<file path="src/rtl/pwb_pkg.sv">
package pwb_pkg;

    typedef enum logic [1:0] {
        PW_IDLE = 2'd0,
        PW_FILL = 2'd1,
        PW_PROG = 2'd2
    } pw_state_e;

endpackage

</file>
<file path="src/rtl/pwb_page_store.sv">
module pwb_page_store #(
    parameter int DATA_W = 8,
    parameter int SLOTS  = 32,
    parameter int IDX_W  = $clog2(SLOTS)
) (
    input  logic              clk,
    input  logic              rst_n,
    input  logic              clr_i,
    input  logic              wr_i,
    input  logic [IDX_W-1:0]  widx_i,
    input  logic [DATA_W-1:0] wdata_i,
    input  logic              mask_i,
    input  logic [SLOTS-1:0]  keep_i,
    input  logic [IDX_W-1:0]  ridx_i,
    output logic [SLOTS-1:0]  valid_o,
    output logic [DATA_W-1:0] rdata_o
);

    typedef struct packed {
        logic [SLOTS-1:0][DATA_W-1:0] data;
        logic [SLOTS-1:0]             valid;
    } store_t;

    store_t st_d, st_q;
    logic [SLOTS-1:0] slot_hit;

    for (genvar k = 0; k < SLOTS; k++) begin : g_hit
        assign slot_hit[k] = wr_i && (widx_i == IDX_W'(k));
    end

    always_comb begin
        st_d = st_q;
        for (int k = 0; k < SLOTS; k++) begin
            if (slot_hit[k]) begin
                st_d.data[k]  = wdata_i;
                st_d.valid[k] = 1'b1;
            end
        end
        if (mask_i) begin
            st_d.valid = st_q.valid & keep_i;
        end
        if (clr_i) begin
            st_d.valid = '0;
        end
    end

    always_ff @(posedge clk) begin
        if (!rst_n) begin
            st_q <= '0;
        end else begin
            st_q <= st_d;
        end
    end

    assign valid_o = st_q.valid;
    assign rdata_o = st_q.data[ridx_i];

    p_clear_empties_r5: assert property (@(posedge clk) disable iff (!rst_n)
        clr_i |=> (valid_o == '0));

    p_byte_marks_slot_r4: assert property (@(posedge clk) disable iff (!rst_n)
        (wr_i && !clr_i && !mask_i) |=> valid_o[$past(widx_i)]);

    p_mask_never_adds_r9: assert property (@(posedge clk) disable iff (!rst_n)
        (mask_i && !clr_i) |=> ((valid_o & ~$past(valid_o)) == '0));

endmodule

</file>
<file path="src/rtl/pwb_guard.sv">
module pwb_guard #(
    parameter int ADDR_W = 11,
    parameter int SLOTS  = 32,
    parameter int IDX_W  = $clog2(SLOTS),
    parameter int PAGE_W = ADDR_W - IDX_W
) (
    input  logic [PAGE_W-1:0] page_i,
    input  logic [SLOTS-1:0]  valid_i,
    input  logic              prot_en_i,
    input  logic              whole_i,
    input  logic [ADDR_W-1:0] prot_base_i,
    output logic [SLOTS-1:0]  keep_o,
    output logic              any_o
);

    logic [SLOTS-1:0] in_range;
    logic             page_hit;

    for (genvar k = 0; k < SLOTS; k++) begin : g_range
        assign in_range[k] = prot_en_i && ({page_i, IDX_W'(k)} >= prot_base_i);
    end

    assign page_hit = |(valid_i & in_range);
    assign keep_o   = (whole_i && page_hit) ? '0 : (valid_i & ~in_range);
    assign any_o    = |keep_o;

endmodule

</file>
<file path="src/rtl/pwb_timer.sv">
module pwb_timer #(
    parameter int CNT_W = 16,
    parameter int SLOTS = 32
) (
    input  logic             clk,
    input  logic             rst_n,
    input  logic             start_i,
    input  logic [CNT_W-1:0] len_i,
    output logic             busy_o,
    output logic [CNT_W-1:0] step_o,
    output logic             done_o
);

    localparam logic [CNT_W-1:0] MIN_LEN = CNT_W'(SLOTS);

    typedef struct packed {
        logic             busy;
        logic [CNT_W-1:0] cnt;
        logic [CNT_W-1:0] last;
    } tim_t;

    tim_t tim_d, tim_q;
    logic [CNT_W-1:0] eff_len;

    assign eff_len = (len_i < MIN_LEN) ? MIN_LEN : len_i;

    always_comb begin
        tim_d  = tim_q;
        done_o = tim_q.busy && (tim_q.cnt == tim_q.last);
        if (!tim_q.busy) begin
            if (start_i) begin
                tim_d.busy = 1'b1;
                tim_d.cnt  = '0;
                tim_d.last = eff_len - 1'b1;
            end
        end else if (done_o) begin
            tim_d.busy = 1'b0;
            tim_d.cnt  = '0;
        end else begin
            tim_d.cnt = tim_q.cnt + 1'b1;
        end
    end

    always_ff @(posedge clk) begin
        if (!rst_n) begin
            tim_q <= '0;
        end else begin
            tim_q <= tim_d;
        end
    end

    assign busy_o = tim_q.busy;
    assign step_o = tim_q.cnt;

    p_page_walk_floor_r7: assert property (@(posedge clk) disable iff (!rst_n)
        (busy_o && (step_o < MIN_LEN - 1'b1)) |=> busy_o);

    p_step_advance_r7: assert property (@(posedge clk) disable iff (!rst_n)
        (busy_o && !done_o) |=> (busy_o && (step_o == $past(step_o) + 1'b1)));

    p_start_from_zero_r7: assert property (@(posedge clk) disable iff (!rst_n)
        $rose(busy_o) |-> (step_o == '0));

endmodule

</file>
<file path="src/rtl/page_write_commit.sv">
module page_write_commit #(
    parameter int ADDR_W     = 11,
    parameter int DATA_W     = 8,
    parameter int PAGE_BYTES = 32,
    parameter int CNT_W      = 16
) (
    input  logic              clk,
    input  logic              rst_n,
    input  logic              wr_start_i,
    input  logic [ADDR_W-1:0] start_addr_i,
    input  logic              bit_stb_i,
    input  logic              byte_stb_i,
    input  logic [DATA_W-1:0] byte_i,
    input  logic              cs_rise_i,
    input  logic              wren_i,
    input  logic              wrdi_i,
    input  logic              prot_en_i,
    input  logic              prot_whole_i,
    input  logic [ADDR_W-1:0] prot_base_i,
    input  logic [CNT_W-1:0]  tprog_i,
    output logic              busy_o,
    output logic              wel_o,
    output logic              mem_we_o,
    output logic [ADDR_W-1:0] mem_addr_o,
    output logic [DATA_W-1:0] mem_wdata_o
);

    import pwb_pkg::*;

    localparam int IDX_W  = $clog2(PAGE_BYTES);
    localparam int PAGE_W = ADDR_W - IDX_W;
    localparam int FRAC_W = $clog2(DATA_W);

    typedef struct packed {
        pw_state_e         st;
        logic [PAGE_W-1:0] page;
        logic [IDX_W-1:0]  ptr;
        logic [FRAC_W-1:0] frac;
        logic              wel;
    } ctl_t;

    ctl_t ctl_d, ctl_q;

    logic                  store_clr, store_wr, store_mask, tim_start;
    logic [PAGE_BYTES-1:0] slot_valid, slot_keep;
    logic                  any_keep;
    logic                  tim_busy, tim_done;
    logic [CNT_W-1:0]      tim_step;
    logic [IDX_W-1:0]      walk_idx;
    logic [DATA_W-1:0]     walk_data;

    assign walk_idx = tim_step[IDX_W-1:0];

    always_comb begin
        ctl_d      = ctl_q;
        store_clr  = 1'b0;
        store_wr   = 1'b0;
        store_mask = 1'b0;
        tim_start  = 1'b0;
        unique case (ctl_q.st)
            PW_IDLE: begin
                if (wr_start_i) begin
                    if (ctl_q.wel) begin
                        ctl_d.st   = PW_FILL;
                        ctl_d.page = start_addr_i[ADDR_W-1:IDX_W];
                        ctl_d.ptr  = start_addr_i[IDX_W-1:0];
                        ctl_d.frac = '0;
                        store_clr  = 1'b1;
                    end
                end else if (wren_i) begin
                    ctl_d.wel = 1'b1;
                end else if (wrdi_i) begin
                    ctl_d.wel = 1'b0;
                end
            end
            PW_FILL: begin
                if (cs_rise_i) begin
                    if ((ctl_q.frac == '0) && (|slot_valid) && any_keep) begin
                        ctl_d.st   = PW_PROG;
                        store_mask = 1'b1;
                        tim_start  = 1'b1;
                    end else begin
                        ctl_d.st  = PW_IDLE;
                        store_clr = 1'b1;
                    end
                end else if (byte_stb_i) begin
                    store_wr   = 1'b1;
                    ctl_d.ptr  = ctl_q.ptr + 1'b1;
                    ctl_d.frac = '0;
                end else if (bit_stb_i) begin
                    ctl_d.frac = ctl_q.frac + 1'b1;
                end
            end
            PW_PROG: begin
                if (tim_done) begin
                    ctl_d.st  = PW_IDLE;
                    ctl_d.wel = 1'b0;
                    store_clr = 1'b1;
                end
            end
            default: begin
                ctl_d.st = PW_IDLE;
            end
        endcase
    end

    always_ff @(posedge clk) begin
        if (!rst_n) begin
            ctl_q <= '{st: PW_IDLE, page: '0, ptr: '0, frac: '0, wel: 1'b0};
        end else begin
            ctl_q <= ctl_d;
        end
    end

    pwb_page_store #(
        .DATA_W (DATA_W),
        .SLOTS  (PAGE_BYTES),
        .IDX_W  (IDX_W)
    ) u_store (
        .clk     (clk),
        .rst_n   (rst_n),
        .clr_i   (store_clr),
        .wr_i    (store_wr),
        .widx_i  (ctl_q.ptr),
        .wdata_i (byte_i),
        .mask_i  (store_mask),
        .keep_i  (slot_keep),
        .ridx_i  (walk_idx),
        .valid_o (slot_valid),
        .rdata_o (walk_data)
    );

    pwb_guard #(
        .ADDR_W (ADDR_W),
        .SLOTS  (PAGE_BYTES),
        .IDX_W  (IDX_W),
        .PAGE_W (PAGE_W)
    ) u_guard (
        .page_i      (ctl_q.page),
        .valid_i     (slot_valid),
        .prot_en_i   (prot_en_i),
        .whole_i     (prot_whole_i),
        .prot_base_i (prot_base_i),
        .keep_o      (slot_keep),
        .any_o       (any_keep)
    );

    pwb_timer #(
        .CNT_W (CNT_W),
        .SLOTS (PAGE_BYTES)
    ) u_timer (
        .clk     (clk),
        .rst_n   (rst_n),
        .start_i (tim_start),
        .len_i   (tprog_i),
        .busy_o  (tim_busy),
        .step_o  (tim_step),
        .done_o  (tim_done)
    );

    assign busy_o      = tim_busy;
    assign wel_o       = ctl_q.wel;
    assign mem_we_o    = tim_busy && (tim_step < CNT_W'(PAGE_BYTES)) && slot_valid[walk_idx];
    assign mem_addr_o  = {ctl_q.page, walk_idx};
    assign mem_wdata_o = walk_data;

    p_write_only_busy_r8: assert property (@(posedge clk) disable iff (!rst_n)
        mem_we_o |-> busy_o);

    p_latch_held_busy_r12: assert property (@(posedge clk) disable iff (!rst_n)
        busy_o |-> wel_o);

    p_latch_drops_end_r12: assert property (@(posedge clk) disable iff (!rst_n)
        $fell(busy_o) |-> !wel_o);

    p_no_start_unlatched_r3: assert property (@(posedge clk) disable iff (!rst_n)
        (ctl_q.st == PW_IDLE && wr_start_i && !ctl_q.wel) |=> (ctl_q.st == PW_IDLE));

    p_ptr_wraps_in_page_r4: assert property (@(posedge clk) disable iff (!rst_n)
        (ctl_q.st == PW_FILL && byte_stb_i && !cs_rise_i)
        |=> (ctl_q.ptr == IDX_W'($past(ctl_q.ptr) + 1'b1)) && $stable(ctl_q.page));

    p_misaligned_drop_r5: assert property (@(posedge clk) disable iff (!rst_n)
        (ctl_q.st == PW_FILL && cs_rise_i && ctl_q.frac != '0) |=> !busy_o);

    p_abort_keeps_latch_r6: assert property (@(posedge clk) disable iff (!rst_n)
        (ctl_q.st == PW_FILL && cs_rise_i && !busy_o) |=> (wel_o == $past(wel_o)));

    p_busy_ignores_latch_cmds_r2: assert property (@(posedge clk) disable iff (!rst_n)
        (busy_o && !tim_done && (wren_i || wrdi_i)) |=> (wel_o == $past(wel_o)));

endmodule

</file>
<file path="config.mk">
export PLATFORM = sky130hd
export DESIGN_NAME = page_write_commit
export DESIGN_NICKNAME = d
export VERILOG_FILES = /design/src/rtl/pwb_pkg.sv /design/src/rtl/pwb_page_store.sv /design/src/rtl/pwb_guard.sv /design/src/rtl/pwb_timer.sv /design/src/rtl/page_write_commit.sv
export SDC_FILE = /design/constraint.sdc
export NUM_CORES = 1
export LEC_CHECK = 0
export BUFFER_PORTS_ARGS = -buffer_cell sky130_fd_sc_hd__buf_2
export CAP_MARGIN = 5
export CORE_UTILIZATION = 50
export CTS_BUF_LIST = sky130_fd_sc_hd__clkbuf_16
export DETAILED_ROUTE_END_ITERATION = 8
export PLACE_DENSITY_LB_ADDON = 0.12
export SLEW_MARGIN = 20
export SYNTH_ARGS = -nofsm -noshare
export SYNTH_HDL_FRONTEND = slang
export SYNTH_SLANG_ARGS = --single-unit
</file>
<file path="constraint.sdc">
create_clock -name clk -period 7.8 [get_ports clk]
set_clock_uncertainty 0.2 [all_clocks]
set_input_delay 1.17 -clock clk [delete_from_list [all_inputs] [get_ports clk]]
set_output_delay 1.17 -clock clk [all_outputs]
set_load 0.1 [all_outputs]
</file>
---- Yosys cells after proc, flatten, opt, wreduce, memory -nomap -nowiden ----
Cells that the tools add are included.
word-level totals
  register bits ........................... 338
  bits in latches ......................... 0
  memory bits (writable) .................. 0
  ROM bits ................................ 0
  bits of input ports ..................... 56
  output and inout port bits .............. 22
  word-level logic and storage cells ...... 349
  memories ................................ 0
cells by class
  add/sub/neg operators ................... 4
  multipliers ............................. 0
  divide/modulo/power cells ............... 0
  $lt $le $gt $ge ......................... 35
  equality and inequality tests ........... 43
  shift-type cells ........................ 0
  mux-type cells .......................... 71
  bitwise logic cells ..................... 6
  reduce and logical (&&, ||, !) cells .... 118
operators with widths
  kind                                                                           count
  11-bit greater-or-equal comparator                                             32
  32-bit bitwise AND                                                             3
  32-bit OR reduction                                                            3
  5-bit equality test, second input constant                                     16
  1-bit logical AND                                                              70
  2-bit nonzero test                                                             35
  16-bit two-way mux                                                             4
  32-bit two-way mux                                                             2
  1-bit two-way mux                                                              49
  8-bit binary-select mux with 5-bit select                                      1
  5-bit by 4-bit equality test with 1-bit output, second input constant          8
  33-bit two-way mux                                                             1
  16-bit by 6-bit less-than comparator with 1-bit output, second input constant  2
  32-bit NOT                                                                     1
  5-bit by 3-bit equality test with 1-bit output, second input constant          4
  17-bit two-way mux                                                             1
  16-bit by 1-bit adder with 16-bit output, second input constant                1
  16-bit equality test                                                           1
  8-bit two-way mux                                                              2
  8-bit one-hot mux with 2 select lines                                          1
  16-bit by 1-bit subtractor with 16-bit output, second input constant           1
  2-bit != test, second input constant                                           7
  5-bit by 2-bit equality test with 1-bit output, second input constant          2
  5-bit AND reduction                                                            2
  other kinds (22)                                                               28

---- Longest topological paths before layout ----
Gate-level depths: netlist of run 1.
  depth after elaboration ................. 13
  depth in mapped cells ................... 15
  gate-level depth less buffers ........... 11

---- By module ----
Synthesis of run 1 repeated with hierarchy kept, for this count alone.
unflattened totals
  cell total of the unflattened synthesis .. 2148
  area, all modules ....................... 18661.6 µm²
modules (own cells, without submodules)
  module             instances  cells each  area an instance (µm²)  seq. area each (µm²)
  pwb_page_store     1          1497        13867.0                 5765.5
  pwb_timer          1          250         2000.7                  660.6
  pwb_guard          1          253         1443.9                  0.0
  page_write_commit  1          148         1350.0                  340.3

---- Worst setup path before layout of run 1 ----
OpenSTA, ideal clock, no wires.
  path kind ............................... flip-flop to output port
  start point ............................. register u_timer.tim_q, in the netlist u_timer.step_o[0]
  end point ............................... output mem_we_o
  data arrival time ....................... 3.125 ns
  required time ........................... 6.430 ns
  setup slack ............................. 3.305 ns
  stages on the path, launching flop included .. 7
  buffers on the path ..................... 2
  path through ............................ dfxtp_1 > buf_1 > buf_1 > mux4_2 > mux4_2 > mux2i_1 > nor2_1
on the way
  word-level cells in the longest chain between the ends .. 3
  elaborated cells between the ends (all ways) .. 5
  classes of those cells .................. 1 x order compare; 2 x mux; 2 x reduce/logical
ends and longest elaborated chain
  what                                                                                                                        line                      RTL
  start, declared                                                                                                             pwb_timer.sv:22           tim_t tim_d, tim_q;
  start signal, assigned                                                                                                      pwb_timer.sv:48           tim_q <= tim_d;
  16-bit by 6-bit less-than comparator with 1-bit output / 1-bit binary-select mux with 5-bit select (equally long branches)  page_write_commit.sv:163  assign mem_we_o = tim_busy && (tim_step < CNT_W'(PAGE_BYTES)) && slot_valid[walk_idx];
  1-bit logical AND / 1-bit two-way mux (equally long branches)                                                               page_write_commit.sv:163
  1-bit logical AND *                                                                                                         page_write_commit.sv:163
  end, declared                                                                                                               page_write_commit.sv:23   output logic mem_we_o,
Every way passes the cells marked *; elsewhere a longest branch is shown, timed or not. The select of a mux whose other input is x is not followed.

---- Worst setup path in the final report of run 1 ----
  start point ............................. register u_timer.tim_q, in the netlist u_timer.step_o[0]
  end point ............................... output mem_wdata_o[7]
on the way
  word-level cells in the longest chain between the ends .. 2
ends and longest elaborated chain
  what                                       line                     RTL
  8-bit binary-select mux with 5-bit select  pwb_page_store.sv:56     assign rdata_o = st_q.data[ridx_i];
  8-bit two-way mux (not written as such)    pwb_page_store.sv:56
  end, declared                              page_write_commit.sv:25  output logic [DATA_W-1:0] mem_wdata_o
No other way between the ends. The select of a mux whose other input is x is not followed.

==> flow_summary.toml, run 1 <==
[logic_synthesis]
postSynth.asyncResetShare_pct = 0
yosys_register_bits = 338
synth_warnings = 0
syn_avg_cell_area_um2 = 8.34
postSynthCellCount = 2011
synthFlopType = "dfxtp_1"
synth.distinct_cells = 76
synth_edf_count = 0
synth_fa_ha_area_share_pct = 1.27
ys_seq_area_share_pct = 40.3
yosysTopAreaCellShare_pct = 40.3
synth_compound_area_share_pct = 18.2
synth_simple_gate_area_share_pct = 21.4
synth_nets = 2084
yosysTopAreaCell = "dfxtp_1"
synth_top_family_by_area = "simple AND/OR/NAND/NOR gates"
synth_mux_area_share_pct = 13.2
synth_xor_area_share_pct = 1.51
synth.area.top_cells = "dfxtp_1 (40%), nand2_1 (13%), mux4_2 (12%)"
synth_area_um2 = 16800

[detailed_routing]
drt_first_pass_iters = 5
vias = 15000
drtAntennaViolNets = 0
routedWlPerCell_um = 21.6
via_per_inst = 6.09
route.detailed.drc = 0
wl_mm = 53.3
drt-initial-drc-count = 1468

[critical_path]
reg2reg_from = "mem_addr_o[10]"
crit_required_ns = 6.43
r2r_cells = 10
startpoint_type = "register"
setup.worst_path.end_class = "output pin"
cp.arrival_ns = 3.77
crit_type = "register to output pin"
r2r-end = "u_store.valid_o[7]"
ff2ff_setup_slack_ns = 3.16
critical_path_peak_fanout = 38

[final_layout]
area_delta_synth_final_pct = 9.15
nets = 2074
layout_common_cells = "nand2_1 (568), dfxtp_1 (335), a21oi_1 (308), nor2_1 (112), mux4_2 (90)"
layout_commonest_cell = "nand2_1"
drive_gt1_share_pct = 13.4
diodes = 0
finalInstanceArea_um2 = 18300

[timing]
layout_min_cycle_time_ns = 5.14
final_hold_viol_count = 0
tightest_slew_ns = 1.10
relSlewSlack_pct = 26.7
setup_tns_ns = 0
slew_viol_final = 0
finalWorstSetupSlack_ns = 2.66
min_period_over_period_pct = 65.9
fmax_mhz = 195
final-setup-viol-count = 0
rsz0062_at_grt = "false"
hold-worst-slack_ns = 0.251

[clock_tree]
clk_pin_slew_ns = 0.06
clock_sinks = 338
clock_path_buffers = 3
cts_tree = "done"
cts.htree.levels = 2
cts_inserted_buffers = 37
cts_setup_buffers = 0
cts_resized = 0
worstSkewPairLatency_ns = 0.52
hold_buffers = 0
cts_root_buffer = "clkbuf_16"

[global_route]
grt_max_degree = 110
grt_overflow = 0
grt_pass1_wl_mm = 83.6
antenna_found_initial = 2
grt_pass1_vias = 14200
grt_use_total_pct = 31.5

[hold_path]
hp-start = "u_store.st_q[243]"
whs_endpoint = "u_store.st_q[243]"
hold_class = "register to register"
hold_depth = 2

[placed_design]
dp_hpwl_mm = 36.1
pre_cts_slack_ns = 2.38
gp_congestion = 0.927
postPlaceCellArea_um2 = 17200
placement.io_buffers = 77

[die]
io_pins = 78
floorplan.initialDensity_pct = 51.2
fp.dieH_um = 185
std_cell_rows = 66
die_w_um = 185
die_area_um2 = 34300
coreArea_um2 = 32800

[job]
cap_violations = 0

[outcome]
status = "complete, no violations"

[pwr]
max-vdd-ir-drop_uv = 153
powerDensity_nw_per_um2 = 191
p_leak_nw = 5.92
state kept, by name, summed over array words and instances (netlist names):
| name | cells |
|---|---|
| u_store.st_q | 256 |
| u_store.valid_o | 32 |
| u_timer.step_o | 16 |
| u_timer.tim_q | 16 |
| ctl_q | 10 |
| mem_addr_o | 6 |
| u_timer.busy_o | 1 |
| wel_o | 1 |
synth_stat cells, drive strengths merged (6+ instances only):
cell type / number
a211oi: 33
a21oi: 308
a221oi: 7
a311oi: 22
a31oi: 11
and2: 7
and3: 20
buf: 31
clkbuf: 106
dfxtp: 338
ha: 17
inv: 31
mux2: 8
mux2i: 9
mux4: 90
nand2: 568
nand2b: 8
nand3: 50
nand4: 10
nor2: 114
nor3: 23
nor4: 14
o21a: 11
o21ai: 61
o31ai: 9
or2: 6
or4: 7
xnor2: 28
layout make-up:
class	count	area, µm²
fillers	3105	14500
multi-input cells	1505	9310
flip-flops and latches	338	6780
clock buffers	38	951
well taps	442	553
repair buffers	88	468
clock inverters	27	129
inverters	31	124
cells by family (layout without fill, tap and decap cells):
| kind of cell | count (synthesis) | in the layout |
|---|---|---|
| AOI/OAI and AO/OA | 501 | 501 |
| xor gates and xnor gates | 29 | 29 |
| adders and majority gates | 17 | 17 |
| buffers and inverters | 168 | 184 |
| DFF | 338 | 338 |
| muxes | 107 | 107 |
| and+or+nand+nor | 851 | 851 |
layer usage:
metal	part of all wire, %	vias up	track usage [%]
li1	-	7080	-
met1	44	7254	44.1
met2	47	597	51.5
met3	6.2	100	3.58
met4	2.6	0	8.76
met5	0	-	0
power by group:
part,total [W],internal (W),leakage (nW),switching [W]
Clock,0.00160,0.000881,0.563,0.000714
Combinational,0.000170,0.0000375,2.63,0.000132
Sequential,0.00173,0.00173,2.72,0.00000483
critical path, cell delays in order, from the launching register on:
cell	delay, ns
dfxtp_4	0.84
buf_4	0.54
mux4_2	0.62
mux4_2	0.59
mux2_2	0.30
buf_2	0.29
worst max path at each step:
stage | start | end | cells after the start | slack (ns)
6_report | u_timer.step_o[0] | mem_wdata_o[7] | 5 | 2.66
5_1_grt | u_timer.step_o[0] | mem_wdata_o[1] | 5 | 2.50
4_1_cts | u_timer.step_o[0] | mem_wdata_o[7] | 5 | 2.62
3_5_place_dp | prot_base_i[10] | u_store.valid_o[30] | 12 | 2.38
3_3_place_gp | prot_base_i[10] | u_store.valid_o[7] | 13 | 2.40
2_1_floorplan | u_timer.step_o[0] | mem_we_o | 6 | 3.31
per-stage QoR:
step | total power (W) | utilization [%] | instances
floorplan | 0.00188 | - | 2011
global placement | 0.00194 | 52.5 | 2404
detailed placement | 0.00194 | 52.5 | 2404
CTS | 0.00351 | 55.8 | 2469
global route | 0.00360 | 55.8 | 2469
finish | 0.00350 | 55.8 | 2469
Note: power is estimated with default switching activity, not from simulation.
==> inputs of run 2 (changes only) <==
- clock period: 7.8 -> 4.8 ns (I/O delays scaled with it)
==> run 2 against run 1 <==
Against the previous run:
- total power up 65%
- sequential cell count unchanged
- combinational power grew 66%
- global-route usage is 0.18 points lower
- setup slack worse by 2.0 ns
- highest routed layer is now met5
==> flow_summary.toml, run 2 (synthesized netlist as in run 1, its figures left out) <==
[detailed_routing]
via_per_inst = 6.16
wl_mm = 53.3
drtAntennaViolNets = 0
drt-initial-drc-count = 1650
route.detailed.drc = 0
drt_first_pass_iters = 6
routedWlPerCell_um = 21.5
vias = 15200

[final_layout]
diodes = 0
seqCellArea_um2 = 6780
multi_input_area_um2 = 9310
fin_util_pct = 56.4
layout_commonest_cell = "nand2_1"
layout.cells.non_filler = 2474
largest_register_ffs = 256
drive_gt1_share_pct = 14.0
n_fill_cell = 3023
layout_common_cells = "nand2_1 (568), dfxtp_1 (335), a21oi_1 (308), nor2_1 (112), mux4_2 (90)"
nets = 2085
largest_register = "u_store.st_q"
area_delta_synth_final_pct = 10.2

[critical_path]
setup.worst_path.end_class = "output pin"
critical_path_peak_fanout = 24
ff2ff_setup_slack_ns = 0.63
r2r-end = "u_timer.tim_q[3]"
cp_cell_sequence = "buf_4 > mux4_2 > mux4_2 > mux2i_1 > nor2_1 > buf_2"
cp.arrival_ns = 3.27
crit_type = "register to output pin"
worstSetupStartpoint = "u_timer.step_o[0]"
max_stage_delay_ns = 0.69
crit_top_cell = "mux4_2"
crit_required_ns = 3.88
cp_top_family = "multiplexers"
cp_slowest_cell = "dfxtp_4"
cp.buffers_inverters = 2
reg2reg_from = "mem_addr_o[6]"
startpoint_type = "register"
r2r_cells = 11

[placed_design]
pre_cts_slack_ns = 0.204
dpl.cell_count = 2415
dp_hpwl_mm = 36.1
gp_congestion = 1.01
placement.io_buffers = 77

[clock_tree]
worstSkewPairLatency_ns = 0.52
cts_setup_buffers = 0
clock_path_buffers = 3
clk_pin_slew_ns = 0.07
cts_inserted_buffers = 37
clock_sinks = 338
cts_resized = 0
cts.htree.levels = 2
hold_buffers = 0
cts_root_buffer = "clkbuf_16"
cts_tree = "done"

[timing]
slew_viol_final = 0
setup_tns_ns = 0
tightest_slew_ns = 1.19
final_hold_viol_count = 0
final-setup-viol-count = 0
layout_min_cycle_time_ns = 4.19
fmax_mhz = 239
finalWorstSetupSlack_ns = 0.614
min_period_over_period_pct = 87.2
relSlewSlack_pct = 20.8
rsz0062_at_grt = "false"

[die]
die_w_um = 185
fp.dieH_um = 185
die_area_um2 = 34300
coreArea_um2 = 32800
io_pins = 78
std_cell_rows = 66
floorplan.initialDensity_pct = 51.2

[pwr]
p_leak_nw = 6.00
max-vdd-ir-drop_uv = 220
power_w = 0.00578
powerDensity_nw_per_um2 = 313

[global_route]
grt_pass1_wl_mm = 83.2
antenna_found_initial = 1
grt_pass1_vias = 14300
grt_overflow = 0
grt_use_total_pct = 31.4
grt_max_degree = 170

[hold_path]
hp-start = "start_addr_i[8]"
hold_depth = 3
hold_class = "input port to register"
whs_endpoint = "mem_addr_o[8]"

[outcome]
status = "complete, no violations"

[job]
cap_violations = 0
## run 2: cell count changes in the layout (fill, tap and decap cells not counted)
| cell | change |
|---|---|
| buf_12 | +5 |
| clkinvlp_4 | -1 |
| bufinv_16 | +2 |
| buf_4 | +6 |
| clkinv_1 | -5 |
| inv_1 | -2 |
## run 2: worst register-to-register path, cell delays in order (launching register included)
cell and delay [ns]:
dfxtp_1 0.32, ha_1 0.37, a21oi_1 0.49, o221a_2 0.42, o32ai_1 0.11, a221oi_1 0.22
o2111ai_1 0.14, o21ai_0 0.33, a31oi_1 0.19, buf_4 0.21, nor2_1 0.80, a311oi_1 0.20
## run 2: stage by stage
step	cell area [µm²]	hold WS [ns]
3_5_place_dp	17400	0.243
6_report	18500	0.227
3_3_place_gp	17400	0.239
2_1_floorplan	16800	0.233
5_1_grt	18500	0.243
4_1_cts	18500	0.225
## run 2: how the worst max path moves through the flow
| stage | to | slack (ns) | cells after the start |
|---|---|---|---|
| after CTS | mem_we_o | 0.55 | 6 |
| after global placement | u_timer.tim_q[3] | 0.28 | 13 |
| after detailed placement | u_timer.tim_q[3] | 0.20 | 13 |
| after global routing | u_timer.tim_q[3] | 0.17 | 11 |
| after floorplan | mem_we_o | 0.76 | 6 |
| final | mem_we_o | 0.61 | 6 |
## run 2: per-layer routing
layer,share of wire [%],GRT usage [%],wire (µm)
met2,47,51.1,25000
met4,3.0,10.4,1610
met1,43,43.5,22700
met5,0.024,0,13
met3,7.5,3.24,3980
## run 2: layout make-up
class | count | area share [%]
tap | 442 | 2.99
timing repair buffer | 99 | 3.32
clock inverter | 21 | 0.840
inverter | 31 | 0.670
clock buffer | 38 | 5.15
multi-input combinational | 1505 | 50.4
sequential | 338 | 36.7
## run 2: report_power, final
part | switching [W] | leakage [nW] | total [W] | internal (W)
clock network | 0.00115 | 0.572 | 0.00268 | 0.00153
registers | 0.00000738 | 2.72 | 0.00282 | 0.00281
logic | 0.000216 | 2.71 | 0.000282 | 0.0000659
total | 0.00137 | 6.00 | 0.00578 | 0.00441
